[config.mk]
export PLATFORM = sky130hd
export DESIGN_NAME = dram_rfsh_arb
export DESIGN_NICKNAME = d
export VERILOG_FILES = /design/src/rtl/dram_rf_pkg.sv /design/src/rtl/rfr_req_sync.sv /design/src/rtl/rfr_row_ctr.sv /design/src/rtl/rfr_seq.sv /design/src/rtl/dram_rfsh_arb.sv
export SDC_FILE = /design/constraint.sdc
export NUM_CORES = 1
export LEC_CHECK = 0
export ABC_CLOCK_PERIOD_IN_PS = 1700
export BUFFER_PORTS_ARGS = -buffer_cell sky130_fd_sc_hd__buf_2
export CAP_MARGIN = 20
export CORE_MARGIN = 1
export CORE_UTILIZATION = 50
export DETAILED_ROUTE_END_ITERATION = 16
export PLACE_DENSITY = 0.76
export SKIP_LAST_GASP = 1
export SYNTH_ARGS = -nofsm -noshare
export SYNTH_HDL_FRONTEND = slang
export SYNTH_SLANG_ARGS = --single-unit
[constraint.sdc]
create_clock -name clk -period 1.7 [get_ports clk]
set_input_delay 0.17 -clock clk [delete_from_list [all_inputs] [get_ports clk]]
set_output_delay 0.17 -clock clk [all_outputs]
set_load 0.005 [all_outputs]
[src/rtl/dram_rf_pkg.sv]
package dram_rf_pkg;

    typedef enum logic [1:0] {
        ST_IDLE = 2'd0,
        ST_ACC  = 2'd1,
        ST_RFSH = 2'd2,
        ST_PRE  = 2'd3
    } seq_st_e;

endpackage

[src/rtl/rfr_req_sync.sv]
module rfr_req_sync (
    input  logic clk,
    input  logic rst_n,
    input  logic rfclk_i,
    input  logic clr_i,
    output logic pend_o,
    output logic lvl_o,
    output logic ovf_o
);

    typedef struct packed {
        logic [2:0] sh;
        logic       pend;
        logic       ovf;
    } req_st_t;

    req_st_t r_q, r_d;
    logic    rise;

    always_comb begin
        r_d      = r_q;
        r_d.sh   = {r_q.sh[1:0], rfclk_i};
        rise     = r_q.sh[1] & ~r_q.sh[2];
        r_d.pend = rise | (r_q.pend & ~clr_i);
        if (rise && r_q.pend && !clr_i) begin
            r_d.ovf = 1'b1;
        end
    end

    always_ff @(posedge clk or negedge rst_n) begin
        if (!rst_n) begin
            r_q <= '0;
        end else begin
            r_q <= r_d;
        end
    end

    assign pend_o = r_q.pend;
    assign lvl_o  = r_q.sh[1] & r_q.sh[2];
    assign ovf_o  = r_q.ovf;

    AST_PEND_HELD: assert property (@(posedge clk) disable iff (!rst_n)
        (pend_o && !clr_i) |=> pend_o) else $error("pending request lost");

    AST_OVF_STICKY: assert property (@(posedge clk) disable iff (!rst_n)
        ovf_o |=> ovf_o) else $error("overflow flag cleared");

endmodule

[src/rtl/rfr_row_ctr.sv]
module rfr_row_ctr #(
    parameter int ROWS = 128,
    localparam int RW  = (ROWS > 1) ? $clog2(ROWS) : 1
) (
    input  logic          clk,
    input  logic          rst_n,
    input  logic          inc_i,
    output logic [RW-1:0] row_o
);

    logic [RW-1:0] row_q, row_d;

    always_comb begin
        row_d = row_q;
        if (inc_i) begin
            row_d = (row_q == RW'(ROWS - 1)) ? '0 : row_q + 1'b1;
        end
    end

    always_ff @(posedge clk or negedge rst_n) begin
        if (!rst_n) begin
            row_q <= '0;
        end else begin
            row_q <= row_d;
        end
    end

    assign row_o = row_q;

    AST_ROW_STEP: assert property (@(posedge clk) disable iff (!rst_n)
        (inc_i && row_o != RW'(ROWS - 1)) |=> row_o == $past(row_o) + 1'b1) else $error("row step");

    AST_ROW_WRAP: assert property (@(posedge clk) disable iff (!rst_n)
        (inc_i && row_o == RW'(ROWS - 1)) |=> row_o == '0) else $error("row wrap");

    AST_ROW_HOLD: assert property (@(posedge clk) disable iff (!rst_n)
        !inc_i |=> $stable(row_o)) else $error("row moved");

endmodule

[src/rtl/rfr_seq.sv]
module rfr_seq
    import dram_rf_pkg::*;
#(
    parameter int NBANK = 4,
    parameter int T_RAS = 4,
    parameter int T_RP  = 2,
    localparam int BW   = (NBANK > 1) ? $clog2(NBANK) : 1,
    localparam int TMAX = (T_RAS > T_RP) ? T_RAS : T_RP,
    localparam int CW   = $clog2(TMAX + 1)
) (
    input  logic             clk,
    input  logic             rst_n,
    input  logic             rf_go_i,
    input  logic             cpu_req_i,
    input  logic [BW-1:0]    bank_i,
    output logic [NBANK-1:0] ras_n_o,
    output logic             rf_start_o,
    output logic             rf_end_o,
    output logic             acc_done_o,
    output logic             in_rfsh_o
);

    typedef struct packed {
        seq_st_e       st;
        logic [CW-1:0] cnt;
        logic [BW-1:0] bank;
    } seq_t;

    seq_t q, d;
    logic last_low, last_pre, launch;

    always_comb begin
        d          = q;
        rf_start_o = 1'b0;
        rf_end_o   = 1'b0;
        last_low   = (q.cnt == CW'(T_RAS - 1));
        last_pre   = (q.cnt == CW'(T_RP - 1));
        launch     = (q.st == ST_IDLE) || ((q.st == ST_PRE) && last_pre);

        unique case (q.st)
            ST_ACC, ST_RFSH: begin
                if (last_low) begin
                    d.st     = ST_PRE;
                    d.cnt    = '0;
                    rf_end_o = (q.st == ST_RFSH);
                end else begin
                    d.cnt = q.cnt + 1'b1;
                end
            end
            ST_PRE: begin
                if (last_pre) begin
                    d.st  = ST_IDLE;
                    d.cnt = '0;
                end else begin
                    d.cnt = q.cnt + 1'b1;
                end
            end
            default: begin
                d.cnt = '0;
            end
        endcase

        if (launch) begin
            if (rf_go_i) begin
                d.st       = ST_RFSH;
                d.cnt      = '0;
                rf_start_o = 1'b1;
            end else if (cpu_req_i) begin
                d.st   = ST_ACC;
                d.cnt  = '0;
                d.bank = bank_i;
            end
        end
    end

    always_ff @(posedge clk or negedge rst_n) begin
        if (!rst_n) begin
            q <= '{st: ST_IDLE, cnt: '0, bank: '0};
        end else begin
            q <= d;
        end
    end

    for (genvar b = 0; b < NBANK; b++) begin : g_ras
        assign ras_n_o[b] = !((q.st == ST_RFSH) ||
                              ((q.st == ST_ACC) && (q.bank == BW'(b))));
    end

    assign acc_done_o = (q.st == ST_ACC) && (q.cnt == CW'(T_RAS - 1));
    assign in_rfsh_o  = (q.st == ST_RFSH);

    AST_RAS_LOW_MIN: assert property (@(posedge clk) disable iff (!rst_n)
        (q.st == ST_PRE && q.cnt == '0) |-> ($past(q.cnt) == CW'(T_RAS - 1))) else $error("RAS low short");

    AST_PRECH_MIN: assert property (@(posedge clk) disable iff (!rst_n)
        ($past(q.st) == ST_PRE && q.st != ST_PRE) |-> ($past(q.cnt) == CW'(T_RP - 1))) else $error("precharge short");

    AST_ONE_BANK: assert property (@(posedge clk) disable iff (!rst_n)
        (q.st == ST_ACC) |-> ($countones(~ras_n_o) == 1)) else $error("bank strobe");

    AST_ALL_LOW: assert property (@(posedge clk) disable iff (!rst_n)
        rf_start_o |=> (ras_n_o == '0)) else $error("refresh strobes");

endmodule

[src/rtl/dram_rfsh_arb.sv]
module dram_rfsh_arb #(
    parameter int NBANK = 4,
    parameter int AW    = 10,
    parameter int ROWS  = 128,
    parameter int T_RAS = 4,
    parameter int T_RP  = 2
) (
    input  logic                              clk,
    input  logic                              rst_n,
    input  logic                              rfclk_i,
    input  logic                              hold_mode_i,
    input  logic                              hold_ack_n_i,
    input  logic                              cpu_req_i,
    input  logic [((NBANK > 1) ? $clog2(NBANK) : 1)-1:0] cpu_bank_i,
    input  logic [AW-1:0]                     cpu_addr_i,
    output logic [NBANK-1:0]                  ras_n_o,
    output logic [AW-1:0]                     addr_o,
    output logic                              wait_o,
    output logic                              acc_done_o,
    output logic                              hold_req_o,
    output logic                              ovf_o
);

    localparam int RW = (ROWS > 1) ? $clog2(ROWS) : 1;

    logic          pend, lvl, rf_go, rf_start, rf_end, in_rfsh;
    logic [RW-1:0] row;

    rfr_req_sync u_req (
        .clk     (clk),
        .rst_n   (rst_n),
        .rfclk_i (rfclk_i),
        .clr_i   (rf_start),
        .pend_o  (pend),
        .lvl_o   (lvl),
        .ovf_o   (ovf_o)
    );

    rfr_row_ctr #(.ROWS(ROWS)) u_row (
        .clk   (clk),
        .rst_n (rst_n),
        .inc_i (rf_end),
        .row_o (row)
    );

    rfr_seq #(.NBANK(NBANK), .T_RAS(T_RAS), .T_RP(T_RP)) u_seq (
        .clk        (clk),
        .rst_n      (rst_n),
        .rf_go_i    (rf_go),
        .cpu_req_i  (cpu_req_i),
        .bank_i     (cpu_bank_i),
        .ras_n_o    (ras_n_o),
        .rf_start_o (rf_start),
        .rf_end_o   (rf_end),
        .acc_done_o (acc_done_o),
        .in_rfsh_o  (in_rfsh)
    );

    always_comb begin
        rf_go      = pend & (~hold_mode_i | ~hold_ack_n_i | (lvl & ~cpu_req_i));
        hold_req_o = pend & hold_mode_i;
        wait_o     = cpu_req_i & ~acc_done_o;
        addr_o     = in_rfsh ? AW'(row) : cpu_addr_i;
    end

    AST_HOLD_ENDS: assert property (@(posedge clk) disable iff (!rst_n)
        $fell(pend) |-> (ras_n_o == '0)) else $error("hold ended without refresh");

    AST_WAIT_RFSH: assert property (@(posedge clk) disable iff (!rst_n)
        (in_rfsh && cpu_req_i) |-> wait_o) else $error("no wait in refresh");

    AST_NO_RF_UNGRANTED: assert property (@(posedge clk) disable iff (!rst_n)
        (hold_mode_i && hold_ack_n_i && !lvl && ras_n_o != '0) |=> !($fell(pend) && !$past(pend && !hold_mode_i))) else $error("ungranted refresh");

endmodule

* After elaboration in Yosys (flattened, before gate mapping) *
Index checks and enable logic that the tools add are counted.

word-level totals
  flip-flop bits (word level) = 19
  input bits = 18
  output and inout bits = 18
  logic and storage cells = 73

operators by class
  $add $sub $neg = 2
  equal/unequal tests = 9
  muxes and demuxes = 16
  bitwise gates (word level) = 17
  reductions and logical operators = 22

operators by type and width
  kind                                                                    count
  7-bit 2-to-1 mux                                                        3
  10-bit 2-to-1 mux                                                       1
  2-bit equality test (second input constant)                             4
  1-bit logical AND                                                       8
  7-bit by 1-bit adder with 7-bit output (second input constant)          1
  1-bit AND                                                               7
  7-bit equality test (second input constant)                             1
  1-bit NOT                                                               7
  2-bit 2-to-1 mux                                                        3
  3-bit 2-to-1 mux                                                        2
  3-bit case mux with 2 select lines                                      1
  1-bit logical NOT                                                       5
  1-bit logical OR                                                        5
  5-bit 2-to-1 mux                                                        1
  2-bit by 1-bit equality test with 1-bit output (second input constant)  2
  2-bit logical NOT                                                       2
  1-bit 2-to-1 mux                                                        4
  2-bit case mux with 2 select lines                                      1
  3-bit by 1-bit adder with 3-bit output (second input constant)          1
  3-bit by 1-bit equality test with 1-bit output (second input constant)  1
  3-bit by 2-bit equality test with 1-bit output (second input constant)  1
  1-bit bitwise OR                                                        3
  3-bit AND reduction                                                     1
  2-bit OR reduction                                                      1

* Longest topological paths before layout *
  depth in word-level cells = 9
  depth in mapped cells = 8
  depth with buffers taken out = 6

* Cells and area by module *
Synthesis repeated with hierarchy kept, for this count alone.

second synthesis, totals
  cell total of the unflattened synthesis = 112
  area total of the unflattened synthesis = 1214.9 µm²

by module, submodules not included
  module         instances  cells each  area an instance (µm²)  sequential area each (µm²)
  rfr_seq        1          53          526.8                   175.2
  rfr_row_ctr    1          32          351.6                   175.2
  dram_rfsh_arb  1          16          171.4                   0.0
  rfr_req_sync   1          11          165.2                   125.1

* Least setup slack after synthesis *
OpenSTA, ideal clock, no wires.

  path type = reg2reg
  start = register u_seq.q[5] (netlist bit)
  end = register u_row.row_q[1] (netlist: u_row.row_o[1])
  setup time = 0.125 ns
  arrival = 1.376 ns
  required time = 1.575 ns
  setup slack = 0.200 ns
  stages on the path, launching flop included = 6
  path buffers = 1
  path through = dfrtp_1 inv_1 ha_1 and3_1 buf_6 mux2_2

on the way
  cells in the longest elaborated chain, start to end = 3

RTL lines
  item                                                                                   RTL line                      RTL
  start: declaration                                                                     rfr_seq.sv:29                 seq_t q, d;
  start signal: assignment                                                               rfr_seq.sv:78                 q <= '{st: ST_IDLE, cnt: '0, bank: '0};
  2-bit equality test or 2-bit by 1-bit equality test with 1-bit output (tied branches)  rfr_seq.sv:40, rfr_seq.sv:45
  1-bit 2-to-1 mux or 2-bit OR reduction (tied branches)                                 rfr_seq.sv:42, rfr_seq.sv:40
  1-bit 2-to-1 mux *                                                                     rfr_seq.sv:40                 unique case (q.st)
  end signal: assignment                                                                 rfr_row_ctr.sv:24             row_q <= row_d;
  end: declaration                                                                       rfr_row_ctr.sv:11             logic [RW-1:0] row_q, row_d;

Every way passes the cells marked *; elsewhere a longest branch is shown, timed or not.
A chain may end at the register's enable or synchronous reset.

* Worst setup path after layout *
  start = register u_seq.q[5] (netlist bit)
  end = output addr_o[4]

on the way
  cells in the longest elaborated chain, start to end = 2

RTL lines
  item                 RTL line             RTL
  2-bit equality test  rfr_seq.sv:90        assign in_rfsh_o = (q.st == ST_RFSH);
  10-bit 2-to-1 mux    dram_rfsh_arb.sv:63  addr_o = in_rfsh ? AW'(row) : cpu_addr_i;
  end: declaration     dram_rfsh_arb.sv:17  output logic [AW-1:0] addr_o,

No other way between the ends.

==> results.toml <==
[timing]
finalWorstSetupSlack_ns = -0.0001971
rsz0062_at_grt = "yes"
setup_viol = 1
fin_hold_ws_ns = 0.09654
clock_skew_ns = 0.007511
finalCritPeriodShare = 1.000
worstMarginPinSlew_ns = 0.4109
tns_ns = -0.0001971
finalCriticalPeriod_ns = 1.700
slew-limit-headroom = 0.7261
slew_violations = 0
fmax_mhz = 588.2
hold_viol_final = 0

[placed_design]
dp_hpwl_um = 1739
portBuffers = 35
gp_congestion = 0.7537

[critical_path]
arrival_ns = 1.53
rr_startpoint = "u_seq.q[5]"
cp-end-kind = "output port"
timing.reg2reg.setup_slack_ns = 0.05
reg2reg_depth = 5
start_kind = "flop"
setup.worst_path.class = "reg2out"
crit_path_max_fanout = 5
rr_endpoint = "u_seq.q[1]"
cp.required_ns = 1.53

[finish]
final_layout_size_suffix_gt1_frac = 0.4430
layout_common_cells = "31 x buf_2, 18 x dfrtp_1, 9 x inv_1, 8 x nand2_1"
final_common_cell = "buf_2"
fillerInstances = 167
multi_input_area_sq_um = 670.6
fin_util = 0.7059
seq_area_sq_um = 476.7
antenna_cells = 0
fin_nets = 187
syn2layout_area_growth_pct = 34.06

[drt]
viasPerCell = 5.312
ant_nets = 0
num_vias = 988
route.met3.wl_um = 132
wl_per_cell_um = 13.43
routed_wl_um = 2498
drt-met1-wl_um = 1133
wl_met2_um = 1197
drc = 0
drt_first_pass_iters = 4
dr.first_iter.drc_count = 26
maxUsedRoutingLayer = "met4"

[min_path]
hold_depth = 2
worstHoldStart = "cpu_bank_i[1]"
hp-class = "in2reg"
holdPathEnd = "u_seq.q[1]"

[synth]
ys_seq_area_frac = 0.4121
ys_ff_latch = 19
ys_warn_count = 0
synth_top_area_frac = 0.4121
synthesis.nets = 139
synth_cells = 111
syn_avg_cell_area_sq_um = 10.39
synth.largest_area_cell = "dfrtp_1"
mappedNetlistArea_sq_um = 1154
yosys-top-cells-area = "dfrtp_1 41%, ha_1 11%, mux2_2 9.8%, a31oi_1 3.8%, inv_1 3.3%"
synth_cell_types = 33

[outcome]
status = "complete, but fails checks"
violations = "setup timing"

[global_routing]
grt.overflow.total = 0
grt_max_degree = 20
grt_pass1_wl_um = 4057
antenna_found_initial = 0
track_usage = 0.2181
grt_pass1_vias = 942

[floorplanning]
pin_count = 36
die_w_um = 50.04
fp-row-count = 17
start_util = 0.5266
dieArea_sq_um = 2504
core_area_sq_um = 2191
die_h_um = 50.04

[power]
p_leak_nw = 0.7610
p_sw_mw = 0.7479
seqPwrFrac = 0.320
ir_drop_mv = 0.7677
switching_share = 0.3757
finalPower_mw = 1.991
combinationalPowerShare = 0.561
power_density_nw_per_um2 = 1287
internal-power_mw = 1.243
p_clk_frac = 0.118

[flow_run]
cap_violations = 0

[clocking]
cts_tree = "built"
clk_latency_ns = 0.31
root_buffer = "clkbuf_4"
clockBufferDepth = 2
clkTransAtPathRegs_ns = 0.10
clock-sinks = 19
cts_made_buffers = 3
ctsHtreeMaxLevel = 1
-- final cells by class --
cell class / count / share of cell area
Clock buffer: 3 / 0.01456
Clock inverter: 1 / 0.003236
Inverter: 10 / 0.02427
Multi-Input combinational cell: 79 / 0.4337
Sequential cell: 19 / 0.3083
Tap cell: 28 / 0.02265
Timing Repair Buffer: 46 / 0.1934
-- state kept, by name (all words and copies together), names as in the netlist --
name,cells
u_row.row_o,7
u_seq.q,7
u_req.r_d,2
u_req.ovf_o,1
u_req.pend_o,1
u_req.r_q,1
-- what timing repair did --
item / in CTS / in global routing
resized for setup: 5 / 18
endpoints found under the setup margin: 8 / 20
buffers inserted: 5 / 1
gates cloned: 1 / 0
pin swaps: 0 / 1
hold buffers: 2 / 0
endpoints found under the hold margin: 20 / 0
-- metrics by stage --
step           cells  area, sq um  setup slack, ns
2_1_floorplan    111         1154           0.1998
3_3_place_gp     173         1355           0.1372
3_5_place_dp     173         1355          0.05145
4_1_cts          185         1464        -0.008844
5_1_grt          186         1546         -0.05214
6_report         186         1546       -0.0001971
-- critical path, cell delays in order (launching register included) --
cell	delay (ns)
dfrtp_1	0.40
inv_2	0.10
ha_4	0.15
buf_6	0.13
mux2_2	0.33
buf_2	0.12
-- worst max-delay path by stage --
stage                      to  slack, ns  startpoint
2_1_floorplan  u_row.row_o[1]       0.20  u_seq.q[5]
3_3_place_gp   u_row.row_o[1]       0.14  u_seq.q[5]
3_5_place_dp   u_row.row_o[5]       0.05  u_seq.q[5]
4_1_cts             addr_o[2]     -0.009  u_seq.q[5]
5_1_grt             addr_o[4]      -0.05  u_seq.q[5]
6_report            addr_o[4]    -0.0002  u_seq.q[5]
-- layer usage --
metal | track usage | up-vias
li1 | - | 488
met1 | 0.2647 | 455
met2 | 0.3600 | 41
met3 | 0.03086 | 4
met4 | 0.1333 | 0
met5 | 0 | -
-- synthesized netlist by cell type, drive strengths merged --
cell,number
dfrtp,19
ha,10
inv,10
mux2,10
nand2,8
a31oi,7
nor2b,7
nand3,4
o21ai,4
and2,3
and3,3
buf,3
o21a,3
a21oi,2
nand4,2
nor4,2
xnor2,2
a211o,1
a21o,1
a22o,1
a31o,1
a32oi,1
a41o,1
mux2i,1
nand2b,1
nor2,1
nor3,1
o31ai,1
xor2,1
-- power by group through the flow --
stage               Clock [mW]  Sequential, mW  Combinational, mW
floorplan                    0           0.619              0.581
global placement             0           0.633              0.817
detailed placement           0           0.642              0.851
CTS                      0.245           0.630              0.983
global route             0.257           0.654               1.23
finish                   0.236           0.638               1.12
-- logic make-up after synthesis --
logic type / synth area share
adders and majority gates: 0.1085
and+or+nand+nor: 0.1616
xor gates and xnor gates: 0.02278
DFF: 0.4122
AOI/OAI and AO/OA: 0.1356
muxes: 0.1063
buffers and inverters: 0.05315
Note: power is estimated with default switching activity, not from simulation.
